===== src/rtl/pcm_rx_pkg.sv =====
package pcm_rx_pkg;
  typedef enum logic [1:0] {
    RXM_NORMAL  = 2'd0,
    RXM_SIGNEXT = 2'd1,
    RXM_GAIN    = 2'd2
  } rx_mode_e;
endpackage


===== src/rtl/pcm_rx_sync.sv =====
module pcm_rx_sync #(
  parameter int W      = 1,
  parameter int STAGES = 2
) (
  input  logic         clk,
  input  logic         rst_n,
  input  logic [W-1:0] d,
  output logic [W-1:0] q
);
  logic [W-1:0] stg [STAGES];

  always_ff @(posedge clk or negedge rst_n) begin
    if (!rst_n) begin
      for (int i = 0; i < STAGES; i++) stg[i] <= '0;
    end else begin
      stg[0] <= d;
      for (int i = 1; i < STAGES; i++) stg[i] <= stg[i-1];
    end
  end

  assign q = stg[STAGES-1];
endmodule


===== src/rtl/pcm_rx_clkmon.sv =====
module pcm_rx_clkmon
  import pcm_rx_pkg::*;
#(
  parameter int STATIC_CYC = 16
) (
  input  logic     clk,
  input  logic     rst_n,
  input  logic     bclk_s,
  output rx_mode_e mode
);
  localparam int CW = $clog2(STATIC_CYC + 1);

  logic          prev;
  logic [CW-1:0] quiet;
  logic          edge_seen;

  assign edge_seen = bclk_s ^ prev;

  always_ff @(posedge clk or negedge rst_n) begin
    if (!rst_n) begin
      prev  <= 1'b0;
      quiet <= '0;
      mode  <= RXM_NORMAL;
    end else begin
      prev <= bclk_s;
      if (edge_seen)                      quiet <= '0;
      else if (quiet != CW'(STATIC_CYC))  quiet <= quiet + 1'b1;
      if (quiet == CW'(STATIC_CYC))
        mode <= bclk_s ? RXM_GAIN : RXM_SIGNEXT;
      else
        mode <= RXM_NORMAL;
    end
  end

  // any edge on the receive bit clock leads back to normal mode
  p_edge_normal_r3: assert property (@(posedge clk) disable iff (!rst_n)
    edge_seen |=> ##1 (mode == RXM_NORMAL));
endmodule


===== src/rtl/pcm_rx_deser.sv =====
module pcm_rx_deser
  import pcm_rx_pkg::*;
#(
  parameter int SMP_W = 13,
  parameter int ATT_W = 3
) (
  input  logic             clk,
  input  logic             rst_n,
  input  logic             fall,
  input  logic             fs,
  input  logic             din,
  input  rx_mode_e         mode,
  output logic             done,
  output logic [SMP_W-1:0] word_smp,
  output logic [ATT_W-1:0] word_att
);
  localparam int WIDE_W = SMP_W + ATT_W;
  localparam int CNT_W  = $clog2(WIDE_W + 1);

  typedef enum logic [1:0] {ST_IDLE, ST_PEND, ST_BUSY} dst_e;

  dst_e              st;
  rx_mode_e          mode_q;
  logic              fs_prev;
  logic [WIDE_W-1:0] sr;
  logic [WIDE_W-1:0] sr_next;
  logic [CNT_W-1:0]  cnt;
  logic [CNT_W-1:0]  nbits;

  assign sr_next = {sr[WIDE_W-2:0], din};
  assign nbits   = (mode_q == RXM_NORMAL) ? CNT_W'(SMP_W) : CNT_W'(WIDE_W);

  always_ff @(posedge clk or negedge rst_n) begin
    if (!rst_n) begin
      st      <= ST_IDLE;
      mode_q  <= RXM_NORMAL;
      fs_prev <= 1'b0;
      sr      <= '0;
      cnt     <= '0;
      done    <= 1'b0;
    end else begin
      done <= 1'b0;
      if (mode != mode_q) begin
        mode_q <= mode;
        st     <= ST_IDLE;
        cnt    <= '0;
      end else if (fall) begin
        fs_prev <= fs;
        if (fs && !fs_prev) begin
          sr  <= sr_next;
          cnt <= CNT_W'(1);
          st  <= ST_PEND;
        end else begin
          case (st)
            ST_PEND: begin
              sr <= sr_next;
              st <= ST_BUSY;
              cnt <= fs ? CNT_W'(2) : CNT_W'(1);
            end
            ST_BUSY: begin
              sr  <= sr_next;
              cnt <= cnt + 1'b1;
              if (cnt + 1'b1 == nbits) begin
                done <= 1'b1;
                st   <= ST_IDLE;
              end
            end
            default: st <= ST_IDLE;
          endcase
        end
      end
    end
  end

  always_comb begin
    word_smp = sr[SMP_W-1:0];
    word_att = '0;
    if (mode_q == RXM_GAIN) begin
      word_smp = sr[WIDE_W-1:ATT_W];
      word_att = sr[ATT_W-1:0];
    end
  end

  // one completion pulse per frame
  p_done_single_r8: assert property (@(posedge clk) disable iff (!rst_n)
    done |=> !done);
  // a frame in progress never runs past its length
  p_cnt_bound_r1: assert property (@(posedge clk) disable iff (!rst_n)
    (st == ST_BUSY) |-> (cnt < nbits));
endmodule


===== src/rtl/pcm_rx_idle.sv =====
module pcm_rx_idle #(
  parameter int IDLE_FRAMES = 2
) (
  input  logic clk,
  input  logic rst_n,
  input  logic rx_fs_s,
  input  logic tx_fs_s,
  output logic zero_req
);
  localparam int CW = $clog2(IDLE_FRAMES + 1);

  logic          rx_prev, tx_prev;
  logic [CW-1:0] cnt;
  logic          rx_rise, tx_rise;

  assign rx_rise = rx_fs_s & ~rx_prev;
  assign tx_rise = tx_fs_s & ~tx_prev;

  always_ff @(posedge clk or negedge rst_n) begin
    if (!rst_n) begin
      rx_prev  <= 1'b0;
      tx_prev  <= 1'b0;
      cnt      <= '0;
      zero_req <= 1'b0;
    end else begin
      rx_prev  <= rx_fs_s;
      tx_prev  <= tx_fs_s;
      zero_req <= 1'b0;
      if (rx_rise) begin
        cnt <= '0;
      end else if (tx_rise && cnt != CW'(IDLE_FRAMES)) begin
        cnt <= cnt + 1'b1;
        if (cnt == CW'(IDLE_FRAMES - 1)) zero_req <= 1'b1;
      end
    end
  end

  // the zero flush is a single pulse
  p_zero_pulse_r7: assert property (@(posedge clk) disable iff (!rst_n)
    zero_req |=> !zero_req);
endmodule


===== src/rtl/pcm_rx_port.sv =====
module pcm_rx_port
  import pcm_rx_pkg::*;
#(
  parameter int SMP_W       = 13,
  parameter int ATT_W       = 3,
  parameter int STATIC_CYC  = 16,
  parameter int SYNC_STAGES = 2,
  parameter int IDLE_FRAMES = 2
) (
  input  logic             clk,
  input  logic             rst_n,
  input  logic             rx_bclk,
  input  logic             rx_fsync,
  input  logic             rx_din,
  input  logic             tx_bclk,
  input  logic             tx_fsync,
  output logic             smp_valid,
  input  logic             smp_ready,
  output logic [SMP_W-1:0] smp_data,
  output logic [ATT_W-1:0] atten_code
);
  localparam int NSYNC = 5;

  logic [NSYNC-1:0] raw_v, syn_v;
  logic rx_bclk_s, tx_bclk_s, rx_fs_s, tx_fs_s, din_s;
  rx_mode_e mode;
  logic sel_bclk, sel_prev, fall;
  logic done, zero_req;
  logic [SMP_W-1:0] word_smp;
  logic [ATT_W-1:0] word_att;

  assign raw_v = {rx_bclk, tx_bclk, rx_fsync, tx_fsync, rx_din};
  assign {rx_bclk_s, tx_bclk_s, rx_fs_s, tx_fs_s, din_s} = syn_v;

  pcm_rx_sync #(.W(NSYNC), .STAGES(SYNC_STAGES)) u_sync (
    .clk(clk), .rst_n(rst_n), .d(raw_v), .q(syn_v));

  pcm_rx_clkmon #(.STATIC_CYC(STATIC_CYC)) u_clkmon (
    .clk(clk), .rst_n(rst_n), .bclk_s(rx_bclk_s), .mode(mode));

  assign sel_bclk = (mode == RXM_NORMAL) ? rx_bclk_s : tx_bclk_s;
  assign fall     = sel_prev & ~sel_bclk;

  always_ff @(posedge clk or negedge rst_n) begin
    if (!rst_n) sel_prev <= 1'b0;
    else        sel_prev <= sel_bclk;
  end

  pcm_rx_deser #(.SMP_W(SMP_W), .ATT_W(ATT_W)) u_deser (
    .clk(clk), .rst_n(rst_n), .fall(fall), .fs(rx_fs_s), .din(din_s),
    .mode(mode), .done(done), .word_smp(word_smp), .word_att(word_att));

  pcm_rx_idle #(.IDLE_FRAMES(IDLE_FRAMES)) u_idle (
    .clk(clk), .rst_n(rst_n), .rx_fs_s(rx_fs_s), .tx_fs_s(tx_fs_s),
    .zero_req(zero_req));

  always_ff @(posedge clk or negedge rst_n) begin
    if (!rst_n) begin
      smp_valid  <= 1'b0;
      smp_data   <= '0;
      atten_code <= '0;
    end else begin
      if (done) begin
        smp_valid <= 1'b1;
        smp_data  <= word_smp;
      end else if (zero_req) begin
        smp_valid <= 1'b1;
        smp_data  <= '0;
      end else if (smp_valid && smp_ready) begin
        smp_valid <= 1'b0;
      end
      if (mode != RXM_GAIN) atten_code <= '0;
      else if (done)        atten_code <= word_att;
    end
  end

  // a held sample stays offered until taken
  p_hold_valid_r8: assert property (@(posedge clk) disable iff (!rst_n)
    smp_valid && !smp_ready |=> smp_valid);
  // a held sample keeps its value unless a newer one arrives
  p_hold_data_r8: assert property (@(posedge clk) disable iff (!rst_n)
    smp_valid && !smp_ready && !done && !zero_req |=> $stable(smp_data));
  // outside gain mode the attenuation code is cleared
  p_atten_zero_r6: assert property (@(posedge clk) disable iff (!rst_n)
    (mode != RXM_GAIN) |=> (atten_code == '0));
endmodule


===== config.mk =====
export PLATFORM = sky130hd
export DESIGN_NAME = pcm_rx_port
export DESIGN_NICKNAME = d
export VERILOG_FILES = /design/src/rtl/pcm_rx_pkg.sv /design/src/rtl/pcm_rx_sync.sv /design/src/rtl/pcm_rx_clkmon.sv /design/src/rtl/pcm_rx_deser.sv /design/src/rtl/pcm_rx_idle.sv /design/src/rtl/pcm_rx_port.sv
export SDC_FILE = /design/constraint.sdc
export NUM_CORES = 1
export LEC_CHECK = 0
export ABC_CLOCK_PERIOD_IN_PS = 2200
export BUFFER_PORTS_ARGS = -buffer_cell sky130_fd_sc_hd__buf_2
export CORE_MARGIN = 4
export CORE_UTILIZATION = 46
export DETAILED_ROUTE_END_ITERATION = 7
export HOLD_SLACK_MARGIN = 0.02
export PLACE_DENSITY = 0.76
export SYNTH_ARGS = -nofsm -noshare
export SYNTH_HDL_FRONTEND = slang
export SYNTH_SLANG_ARGS = --single-unit

===== constraint.sdc =====
create_clock -name clk -period 2.2 [get_ports clk]
set_clock_uncertainty 0.2 [all_clocks]
set_input_delay 0.33 -clock clk [delete_from_list [all_inputs] [get_ports clk]]
set_output_delay 0.33 -clock clk [all_outputs]
set_load 0.01 [all_outputs]

==> impl_metrics.yaml <==
run_status:
  status: "finished clean"
timing:
  finalSetupTns_ps: 0
  final.period_utilization_pct: 95.6
  hold_viol: 0
  maxSlewHeadroom_pct: 58.3
  finalSetupViolCount: 0
  rsz0062_at_grt: "false"
  worst_pin_slew_ps: 616
  min_period_ps: 2100
  hold-worst-slack_ps: 149
  setup_ws_ps: 97.3
  slew_violations: 0
  max_freq_mhz: 476
clock_network:
  cts.htree.levels: 3
  ctsResizeCount: 0
  cts_buffers: 9
  post_cts_buffers: 0
  cts.sinks: 68
  clk_pin_slew_ps: 70
  cts_buffer_depth: 2
  clock-root-buffer: "clkbuf_8"
  cts_tree: "yes"
  worstSkewPairLatency_ps: 350
logic_synthesis:
  ys_ff_latch: 68
  ys_types: 47
  avgSynthCellArea_um2: 12.4
  synth-edff-count: 0
  yosysSeqAreaShare_pct: 56.9
  ys.flop_type: "dfrtp_1"
  syn_inst: 242
  ys_warn_count: 0
  async_flop_share_pct: 100
  netlist_area_um2: 2990
  syn_nets: 257
final_layout:
  layout_common_cells: "dfrtp_1 (68), mux2_2 (30), buf_2 (24), a22o_1 (13), nor2_1 (12)"
  synthToLayoutAreaGrowth_pct: 17.1
  instances_no_fill: 362
  layout.nets: 295
  final_common_cell: "dfrtp_1"
  antenna_cells: 0
  drive_above_1_share_pct: 30.5
  stdcell_area_um2: 3500
detailed_routing:
  wl_per_cell_um: 15.8
  drt-initial-drc-count: 136
  num_vias: 1961
  drc: 0
  wl_um: 5700
  drt_pass1_iterations: 4
  drtAntennaViolNets: 0
  via_per_inst: 5.42
global_route:
  grt_use_met2_pct: 24.2
  grt_max_degree: 69
  grtUsageMet1_pct: 22.9
  antenna_found_initial: 0
  grtUsageMet3_pct: 3.54
  grt_pass1_wl_um: 9800
  grt.overflow.total: 0
  grt_pass1_vias: 2014
  top_usage_layer: "met2"
  track_usage_pct: 16.6
critical_path:
  r2r_start: "u_deser.cnt[1]$_DFFE_PN0P_"
  cp-end-kind: "flip-flop"
  cpMaxStageDelayCell: "or4_4"
  reg2reg_depth: 6
  r2r_slack_ps: 100
  crit_path_end: "u_deser.st[0]$_DFFE_PN0P_"
  crit_path_max_incr_delay_ps: 480
  crit_type: "flip-flop to flip-flop"
  path_cells: "ha_2 > or4_4 > o211ai_2 > o311a_4 > o21ai_2 > a32o_1"
  arrival_ps: 2140
  worstSetupStartpointType: "flip-flop"
  cp.required_ps: 2230
  startpoint: "u_deser.cnt[1]$_DFFE_PN0P_"
  r2r-end: "u_deser.st[0]$_DFFE_PN0P_"
  crit_fanout: 4
floorplan:
  die_x_um: 88.7
  ios: 25
  die_area_um2: 7860
  initial_utilization_pct: 47.1
  die_h_um: 88.7
  coreArea_um2: 6350
  rows: 29
placed_design:
  dp.cells: 339
  post-place-ws_ps: 116
  numPortBuffers: 24
  dpl_cell_area_um2: 3230
  hpwlAfterDp_um: 3620
  gp_congestion: 0.795
power:
  cellPowerDensity_nw_per_um2: 958
  power_frac_seq_pct: 47.3
  netSwitchingPower_mw: 0.982
  internal_power_mw: 2.38
  p_leak_nw: 1.65
  pwr-share-comb_pct: 21.0
  ir_worst_vdd_mv: 0.667
  switching_share_pct: 29.3
  p_clk_share_pct: 31.7
worst_hold_path:
  hold_path.startpoint: "u_sync.stg[6]$_DFF_PN0_"
  min_path_type: "flip-flop to flip-flop"
run:
  cap_violations: 0
## repair_timing
item / in CTS / in global routing
endpoints found under the hold margin: 74 / 0
setup endpoints to repair: 0 / 0
hold buffers: 7 / 0
## power by group through the flow
stage / Clock [mW] / Sequential, mW / Combinational, mW
after floorplan: 0 / 1.56 / 0.526
after global placement: 0 / 1.59 / 0.657
after detailed placement: 0 / 1.61 / 0.684
after CTS: 1.09 / 1.59 / 0.710
after global routing: 1.14 / 1.62 / 0.794
final: 1.06 / 1.59 / 0.706
## flip-flops by register name (all words and copies together) (netlist names), 3 cells and up
register	count
smp_data	13
u_clkmon.quiet	5
u_deser.cnt	5
u_sync.q	5
atten_code	3
u_sync.stg	5
u_deser.sr	16
## logic make-up (layout without fill, tap and decap cells)
kind of cell | Yosys count | count (layout) | synth area share (%)
xor+xnor | 8 | 8 | 2.34
buf+inv | 23 | 66 | 3.68
simple gates | 59 | 59 | 10.7
fa+ha+maj | 7 | 7 | 2.93
compound gates | 45 | 45 | 11.5
flops | 68 | 68 | 56.9
mux | 32 | 32 | 12.0
## how the worst min path moves through the flow
stage,to,slack (ps),depth (start not counted)
after floorplan,atten_code[0]$_DFFE_PN0P_,-170,0
after global placement,u_sync.q[1]$_DFF_PN0_,130,0
after detailed placement,u_sync.q[1]$_DFF_PN0_,130,0
after CTS,u_sync.q[1]$_DFF_PN0_,150,0
after global routing,u_sync.q[4]$_DFF_PN0_,160,0
final,u_sync.q[1]$_DFF_PN0_,150,0
## per-layer routing
metal  vias to the layer above  share of wire [%]
li1                        936                  -
met1                       967                 47
met2                        45                 47
met3                        13                3.4
met4                         0                2.6
met5                         -                  0
## Yosys cell counts (all sizes together) (2+ instances only)
| cell type | number | area share, % |
|---|---|---|
| ha | 7 | 2.9 |
| xor2 | 3 | 0.88 |
| nand2b | 7 | 1.5 |
| o31ai | 2 | 0.50 |
| nor3 | 3 | 0.50 |
| mux2i | 2 | 0.67 |
| o21ai | 11 | 2.0 |
| nand4 | 2 | 0.42 |
| dfrtp | 68 | 57 |
| inv | 10 | 1.3 |
| o211ai | 2 | 0.67 |
| xnor2 | 5 | 1.5 |
| o2111ai | 2 | 0.59 |
| a21oi | 5 | 0.84 |
| nand2 | 9 | 1.2 |
| nand3 | 8 | 1.3 |
| nor2 | 12 | 1.5 |
| nor4 | 2 | 0.42 |
| a22o | 13 | 3.8 |
| and2 | 5 | 1.0 |
| buf | 7 | 1.7 |
| nor2b | 3 | 0.63 |
| a31o | 2 | 0.59 |
| mux2 | 30 | 11 |
| clkbuf | 6 | 0.75 |
## cell type report
| type | count | area, um^2 |
|---|---|---|
| Fill cell | 505 | 2850 |
| Sequential cell | 68 | 1700 |
| Multi-Input combinational cell | 151 | 1190 |
| Timing Repair Buffer | 40 | 270 |
| Clock buffer | 13 | 159 |
| Tap cell | 77 | 96.3 |
| Clock inverter | 3 | 45.0 |
| Inverter | 10 | 37.5 |
## critical path, delay by kind of cell (launching register included)
kind | cells | cell delay (ps)
AO/OA/AOI/OAI | 4 | 700
AND/OR/NAND/NOR | 1 | 480
flip-flops | 1 | 410
adder cells (fa/ha/maj) | 1 | 200
## per-stage QoR
step                utilization [%]  total power, mW
detailed placement             50.9             2.29
global route                   55.2             3.56
CTS                            55.2             3.38
floorplan                         -             2.09
finish                         55.2             3.36
global placement               50.9             2.25
(Power assumes the default switching activity.)
